==> src/rtl/dma_pack_pkg.sv <==
package dma_pack_pkg;
  localparam int unsigned LANES  = 4;
  localparam int unsigned WORD_W = 32;
  localparam logic [1:0]  SHARED_RST = 2'b10;
endpackage

==> src/rtl/dma_pack_chan.sv <==
module dma_pack_chan
  import dma_pack_pkg::*;
#(
  parameter int unsigned N_SRC = 13,
  parameter int unsigned SEL_W = 4,
  parameter int unsigned CNT_W = 17
) (
  input  logic              clk_i,
  input  logic              rst_ni,
  input  logic              wr_i,
  input  logic [SEL_W-1:0]  wr_sel_i,
  input  logic [CNT_W-1:0]  wr_cnt_i,
  input  logic [7:0]        byte_i,
  input  logic              byte_vld_i,
  input  logic              block_i,
  input  logic              pop_i,
  output logic              want_o,
  output logic              take_o,
  output logic [SEL_W-1:0]  sel_o,
  output logic [CNT_W-1:0]  rem_o,
  output logic [CNT_W-1:0]  fill_o,
  output logic [WORD_W-1:0] word_o,
  output logic              word_vld_o
);
  localparam int unsigned IDX_W = $clog2(LANES);

  logic [LANES-1:0][7:0] buf_q;
  logic [IDX_W-1:0]      idx_q;
  logic [LANES-1:0][7:0] packed_w;
  logic                  last_byte, word_done;

  assign want_o    = (rem_o != '0) && (sel_o < SEL_W'(N_SRC)) && !word_vld_o;
  assign take_o    = want_o && !block_i && byte_vld_i;
  assign last_byte = (rem_o == CNT_W'(1));
  assign word_done = (idx_q == IDX_W'(LANES - 1)) || last_byte;

  // lanes below idx from buffer, idx gets new byte, above idx zero
  always_comb begin
    for (int k = 0; k < LANES; k++) begin
      if (IDX_W'(k) < idx_q)       packed_w[k] = buf_q[k];
      else if (IDX_W'(k) == idx_q) packed_w[k] = byte_i;
      else                         packed_w[k] = 8'h00;
    end
  end

  always_ff @(posedge clk_i or negedge rst_ni) begin
    if (!rst_ni) begin
      sel_o      <= '0;
      rem_o      <= '0;
      fill_o     <= '0;
      buf_q      <= '0;
      idx_q      <= '0;
      word_o     <= '0;
      word_vld_o <= 1'b0;
    end else begin
      if (pop_i) word_vld_o <= 1'b0;
      if (wr_i) begin
        sel_o <= wr_sel_i;
        rem_o <= wr_cnt_i;
        idx_q <= '0;
        buf_q <= '0;
        if (wr_cnt_i != '0) fill_o <= '0;
      end else if (take_o) begin
        rem_o <= rem_o - CNT_W'(1);
        if (word_done) begin
          word_o     <= packed_w;
          word_vld_o <= 1'b1;
          idx_q      <= '0;
          buf_q      <= '0;
          if (last_byte) fill_o <= fill_o + CNT_W'(IDX_W'(LANES - 1) - idx_q);
        end else begin
          buf_q[idx_q] <= byte_i;
          idx_q        <= idx_q + IDX_W'(1);
        end
      end
    end
  end
endmodule

==> src/rtl/dma_pack_arb.sv <==
module dma_pack_arb (
  input  logic       clk_i,
  input  logic       rst_ni,
  input  logic [1:0] req_i,
  input  logic       ready_i,
  output logic [1:0] gnt_o,
  output logic       valid_o
);
  logic       last_q;
  logic       lock_q;
  logic [1:0] gnt_q;

  assign valid_o = |req_i;

  always_comb begin
    if (lock_q)              gnt_o = gnt_q;
    else if (req_i == 2'b11) gnt_o = last_q ? 2'b01 : 2'b10;
    else                     gnt_o = req_i;
  end

  always_ff @(posedge clk_i or negedge rst_ni) begin
    if (!rst_ni) begin
      last_q <= 1'b1;
      lock_q <= 1'b0;
      gnt_q  <= '0;
    end else begin
      lock_q <= valid_o && !ready_i;
      gnt_q  <= gnt_o;
      if (valid_o && ready_i) last_q <= gnt_o[1];
    end
  end
endmodule

==> src/rtl/dma_byte_packer.sv <==
module dma_byte_packer
  import dma_pack_pkg::*;
#(
  parameter int unsigned N_SRC  = 13,
  parameter int unsigned SEL_W  = 4,
  parameter int unsigned CNT_W  = 17,
  parameter int unsigned ADDR_W = 3
) (
  input  logic               clk_i,
  input  logic               rst_ni,
  input  logic               reg_we_i,
  input  logic [ADDR_W-1:0]  reg_addr_i,
  input  logic [31:0]        reg_wdata_i,
  output logic [31:0]        reg_rdata_o,
  input  logic [N_SRC*8-1:0] src_data_i,
  input  logic [N_SRC-1:0]   src_valid_i,
  output logic [N_SRC-1:0]   src_ready_o,
  output logic [WORD_W-1:0]  out_data_o,
  output logic               out_valid_o,
  input  logic               out_ready_i,
  output logic               xfer_flush_o
);
  localparam int unsigned N_CH     = 2;
  localparam int unsigned SEL_LSB  = CNT_W;
  localparam int unsigned A_FILL   = N_CH;
  localparam int unsigned A_SHARED = 2 * N_CH;

  logic [N_CH-1:0][SEL_W-1:0]  ch_sel;
  logic [N_CH-1:0][CNT_W-1:0]  ch_rem, ch_fill;
  logic [N_CH-1:0][WORD_W-1:0] ch_word;
  logic [N_CH-1:0][7:0]        ch_byte;
  logic [N_CH-1:0] ch_wvld, ch_want, ch_take, ch_pop, ch_wr, ch_block, ch_sv;
  logic [N_CH-1:0] gnt;
  logic [1:0]      shared_q;
  logic [7:0]      src_b [N_SRC];
  logic [WORD_W-1:0] word_sel;

  for (genvar s = 0; s < N_SRC; s++) begin : g_src
    assign src_b[s] = src_data_i[s*8 +: 8];
  end

  for (genvar c = 0; c < N_CH; c++) begin : g_ch
    logic sel_ok;
    assign sel_ok     = ch_sel[c] < SEL_W'(N_SRC);
    assign ch_byte[c] = sel_ok ? src_b[ch_sel[c]] : 8'h00;
    assign ch_sv[c]   = sel_ok && src_valid_i[ch_sel[c]];
    assign ch_wr[c]   = reg_we_i && (reg_addr_i == ADDR_W'(c));
    assign ch_pop[c]  = gnt[c] && out_ready_i;

    dma_pack_chan #(.N_SRC(N_SRC), .SEL_W(SEL_W), .CNT_W(CNT_W)) u_chan (
      .clk_i      (clk_i),
      .rst_ni     (rst_ni),
      .wr_i       (ch_wr[c]),
      .wr_sel_i   (reg_wdata_i[SEL_LSB +: SEL_W]),
      .wr_cnt_i   (reg_wdata_i[CNT_W-1:0]),
      .byte_i     (ch_byte[c]),
      .byte_vld_i (ch_sv[c]),
      .block_i    (ch_block[c]),
      .pop_i      (ch_pop[c]),
      .want_o     (ch_want[c]),
      .take_o     (ch_take[c]),
      .sel_o      (ch_sel[c]),
      .rem_o      (ch_rem[c]),
      .fill_o     (ch_fill[c]),
      .word_o     (ch_word[c]),
      .word_vld_o (ch_wvld[c])
    );
  end

  // lower channel wins a source both channels point at
  always_comb begin
    ch_block = '0;
    for (int c = 1; c < N_CH; c++)
      for (int d = 0; d < c; d++)
        if (ch_want[d] && ch_sel[d] == ch_sel[c]) ch_block[c] = 1'b1;
  end

  always_comb begin
    src_ready_o = '0;
    for (int s = 0; s < N_SRC; s++)
      for (int c = 0; c < N_CH; c++)
        if (ch_take[c] && ch_sel[c] == SEL_W'(s)) src_ready_o[s] = 1'b1;
  end

  dma_pack_arb u_arb (
    .clk_i   (clk_i),
    .rst_ni  (rst_ni),
    .req_i   (ch_wvld),
    .ready_i (out_ready_i),
    .gnt_o   (gnt),
    .valid_o (out_valid_o)
  );

  always_comb begin
    word_sel = '0;
    for (int c = 0; c < N_CH; c++)
      if (gnt[c]) word_sel = ch_word[c];
  end

  // channel words hold byte k in lane k; bit 0 low reverses lanes
  for (genvar k = 0; k < LANES; k++) begin : g_lane
    assign out_data_o[k*8 +: 8] = shared_q[0] ? word_sel[k*8 +: 8]
                                              : word_sel[(LANES-1-k)*8 +: 8];
  end

  always_ff @(posedge clk_i or negedge rst_ni) begin
    if (!rst_ni) shared_q <= SHARED_RST;
    else if (reg_we_i && reg_addr_i == ADDR_W'(A_SHARED)) shared_q <= reg_wdata_i[1:0];
  end

  assign xfer_flush_o = !shared_q[1];

  always_comb begin
    reg_rdata_o = '0;
    for (int c = 0; c < N_CH; c++) begin
      if (reg_addr_i == ADDR_W'(c))          reg_rdata_o = 32'({ch_sel[c], ch_rem[c]});
      if (reg_addr_i == ADDR_W'(A_FILL + c)) reg_rdata_o = 32'(ch_fill[c]);
    end
    if (reg_addr_i == ADDR_W'(A_SHARED)) reg_rdata_o = 32'(shared_q);
  end
endmodule

==> config.mk <==
export PLATFORM = sky130hd
export DESIGN_NAME = dma_byte_packer
export DESIGN_NICKNAME = d
export VERILOG_FILES = /design/src/rtl/dma_pack_pkg.sv /design/src/rtl/dma_pack_chan.sv /design/src/rtl/dma_pack_arb.sv /design/src/rtl/dma_byte_packer.sv
export SDC_FILE = /design/constraint.sdc
export NUM_CORES = 1
export LEC_CHECK = 0
export CORE_ASPECT_RATIO = 1.75
export CORE_MARGIN = 2
export CORE_UTILIZATION = 54
export CTS_BUF_LIST = sky130_fd_sc_hd__clkbuf_16
export DETAILED_ROUTE_END_ITERATION = 6
export PLACE_DENSITY = 0.82
export SLEW_MARGIN = 20
export SYNTH_ARGS = -nofsm -noshare
export SYNTH_HDL_FRONTEND = slang
export SYNTH_SLANG_ARGS = --single-unit
==> constraint.sdc <==
create_clock -name clk_i -period 3.7 [get_ports clk_i]
set_input_delay 0.925 -clock clk_i [delete_from_list [all_inputs] [get_ports clk_i]]
set_output_delay 0.925 -clock clk_i [all_outputs]
set_load 0.02 [all_outputs]
==> metrics.log <==
[metrics] result of the run: complete, but fails checks
[metrics] violations in the final reports: negative setup slack
[metrics] DRC Markers: 0
[metrics] largest delay contributor family on the critical path: simple AND/OR/NAND/NOR gates
[metrics] CTS Buf Count: 17
[metrics] number of hold violations in the final report: 0
[metrics] CP Class: register to primary output
[metrics] Post-Synthesis Cell Area: 0.0132 mm^2
[metrics] clock tree skew after final layout: 0.0130 ns
[metrics] Levels on crit path: 9
[metrics] type of the tightest min-delay check: register to register
[metrics] TritonCTS clock tree: built
[metrics] final worst hold slack: 0.486 ns
[metrics] first-pass detailed-route iteration total: 6
[metrics] worst-case vdd ir drop: 0.000338 V
[metrics] number of maximum-capacitance violations: 0
[metrics] most frequent CP cell: buf_4
[metrics] via count of the first global-routing pass: 12700
[metrics] Post-Synthesis Cells: 1398
[metrics] final estimated routing congestion in global placement: 0.940
[metrics] area after detailed placement: 0.0160 mm^2
[metrics] setup repair after global routing missed its margin: true
[metrics] Cell Pwr Density: 643 mW/mm^2
[metrics] maximum buffer depth of the clock tree: 2
[metrics] Die Footprint: 0.0257 mm^2
[metrics] reg2reg path depth: 10
[metrics] vias post-DR: 12700
[metrics] pin count of the biggest net entering global routing: 83
[metrics] placement row count: 75
[metrics] horizontal die dimension: 122 um
[metrics] Hold Path Cell Cnt: 2
[metrics] GRT overflow: 0
[metrics] number of nets at the end of the flow: 1799
[metrics] remaining antenna violation count: 0
[metrics] async set-reset flop share out of synthesis: 1.00
[metrics] number of antenna violations at the first check in global routing: 1
[metrics] finished layout cell area: 0.0169 mm^2
[metrics] first-pass GRT wire length: 70.1 mm
[metrics] EDFF count, synth: 0
[metrics] layout overhead on the synthesized area: 27.8%
[metrics] Die Y: 211 um
[metrics] cell with the biggest individual delay on the critical path: or4_4
[metrics] count of hold-fix buffers inserted at cts: 0
[metrics] CP endpoint kind: primary output
[metrics] ratio of cells with drive above 1 in the final layout: 0.188
[metrics] Crit path arrival time: 2.93 ns
[metrics] HPWL after detailed placement: 33.7 mm
[metrics] number of endpoints failing setup at the final stage: 6
[metrics] clock slew at the register clock pins of the worst setup and hold paths: 0.08 ns
[metrics] post-DR vias/cell: 6.52
[metrics] worst slack, placed: -0.458 ns
[metrics] number of buffers added on ports: 212
[metrics] clock root buffer master: clkbuf_16
[metrics] data required time at the worst endpoint: 2.77 ns
[metrics] number of synthesized register bits: 200
[metrics] H-tree levels: 4
[metrics] Slew HR: 0.501
[metrics] leading cell type in the layout, fill and taps excluded: nand2_1
[metrics] clock sink count: 200
[metrics] startpoint kind of the worst setup timing path: register
[metrics] highest fanout seen on the critical path: 4
[metrics] warning count from the yosys run: 0
[metrics] most used cells in the layout excluding fill and tap cells: nand2_1 (259), dfrtp_1 (196), clkdlybuf4s50_1 (146)
[metrics] slowest stage delay, CP: 0.59 ns
[metrics] cell-by-cell trace of the critical path: or4_4 -> nor4_4 -> buf_4 -> a311o_1 -> and4_4 -> nand3b_1 -> buf_4 -> o22ai_4 -> buf_6
[metrics] number of distinct library cells after synthesis: 69
[metrics] effective utilization at floorplan: 0.549
[metrics] core area: 0.0240 mm^2
[metrics] average footprint of a synthesized cell: 9.44 um^2
[metrics] buffers and inverters on the worst path: 3
[metrics] slew of the pin with the lowest slew margin: 0.742 ns
[metrics] leakage power of the design: 0.00749 uW
[metrics] post-detailed-route wirelength per cell: 23.4 um
[metrics] global-route total usage across every layer: 0.358
[metrics] predominant post-synthesis flop cell: dfrtp_1
[metrics] number of primary I/O pins: 235
[metrics] share of synthesized area occupied by flip-flops and latches: 0.380
[metrics] final worst-path cycle share: 1.04
[metrics] number of slew-limit violations in the final report: 0
[metrics] Setup WS post-layout: -0.153 ns
[metrics] min cycle time layout: 3.85 ns
[metrics] worst skew pair latency: 0.46 ns
[metrics] worst setup slack for register-to-register paths: 0.13 ns
[metrics] aggregate routed wire length: 45.5 mm
[metrics] Iteration-0 DRC Markers: 1343
[metrics] max frequency: 0.260 GHz
worst paths after layout:
kind                                           start                   endpoint
setup reg to reg             g_ch[0].u_chan.rem_o[6]   g_ch[1].u_chan.word_o[1]
min in group asynchronous                     rst_ni  g_ch[1].u_chan.word_o[23]
hold reg to reg            g_ch[0].u_chan.word_o[13]  g_ch[0].u_chan.word_o[13]
max in group asynchronous                     rst_ni                shared_q[1]
setup / recovery             g_ch[0].u_chan.rem_o[6]             src_ready_o[5]
hold / removal             g_ch[0].u_chan.word_o[13]  g_ch[0].u_chan.word_o[13]
cells in the mapped netlist (all sizes together) (5+ instances only):
cell,number,area [um^2]
a211oi,8,60.1
a21oi,48,240
a22o,42,368
a31oi,12,75.1
a32o,8,80.1
and3,9,56.3
buf,47,264
clkbuf,70,263
dfrtp,198,4950
ha,18,225
inv,25,93.8
mux2,51,574
mux2i,24,240
mux4,70,1580
nand2,260,976
nand2b,13,81.3
nand3,35,198
nand4,20,131
nand4b,6,52.6
nor2,83,319
nor2b,25,156
nor3,22,121
nor4,20,146
o21a,5,37.5
o21ai,104,520
o22ai,58,363
o41ai,6,52.6
or2,6,37.5
or4,10,78.8
xnor2,18,158
xor2,27,236
through the flow:
stage                     instances  power (uW)   util  TNS (ns)
final                          1945       10800  0.702    -0.605
after global routing           1944       11400  0.702    -0.904
after CTS                      1939       10700  0.695    -0.361
after detailed placement       1897        8660  0.664     -7.62
after global placement         1897        8510  0.664     -6.70
after floorplan                1408        6570      -         0
final cells by class:
type,instances,area (um^2)
multi-input cells,1066,7740
fillers,1844,7170
flip-flops and latches,200,5010
repair buffers,313,3000
clock buffers,17,425
well taps,308,385
clock inverters,15,191
inverters,25,93.8
diodes,1,2.50
sequential cells by signal, summed over array words and instances (netlist names), 2 cells and up:
signal / count
g_ch.u_chan.buf_q: 48
g_ch.u_chan.fill_o: 34
g_ch.u_chan.word_vld_o: 2
g_ch.u_chan.idx_q: 4
shared_q: 2
g_ch.u_chan.rem_o: 34
g_ch.u_chan.word_o: 64
g_ch.u_chan.sel_o: 8
u_arb.gnt_q: 2
kinds of logic (layout without fill, tap and decap cells):
logic type	count (synthesis)	after routing	synth area share
AO/OA/AOI/OAI	316	316	0.152
buffers and inverters	142	370	0.0471
other	1	12	0.000284
adder cells (fa/ha/maj)	20	20	0.0201
AND/OR/NAND/NOR	529	529	0.190
flip-flops	200	200	0.380
multiplexers	145	145	0.181
XOR/XNOR	45	45	0.0299
tightest hold or removal path, delay by kind of cell, from the launching register on:
kind / cells / cell delay [ns]
AOI/OAI and AO/OA: 1 / 0.06
DFF: 1 / 0.35
and+or+nand+nor: 1 / 0.05
per-layer routing:
layer	global-route usage	routed length, um	share of wire	up-vias
met5	0	0	0	-
li1	-	-	-	5560
met1	0.410	15400	0.34	6155
met4	0.258	3900	0.086	0
met2	0.607	23200	0.51	770
met3	0.0491	3020	0.066	200
report_power, final:
group / total (uW) / switching, uW / internal (uW)
logic: 5410 / 3110 / 2300
registers: 3460 / 590 / 2870
clock network: 1950 / 1020 / 935
repair_timing:
action,CTS,global route
pin swaps,15,8
hold endpoints to repair,0,0
resized for setup,102,41
buffers inserted,10,5
setup endpoints to repair,64,37
gates cloned,0,0
(Power assumes the default switching activity.)
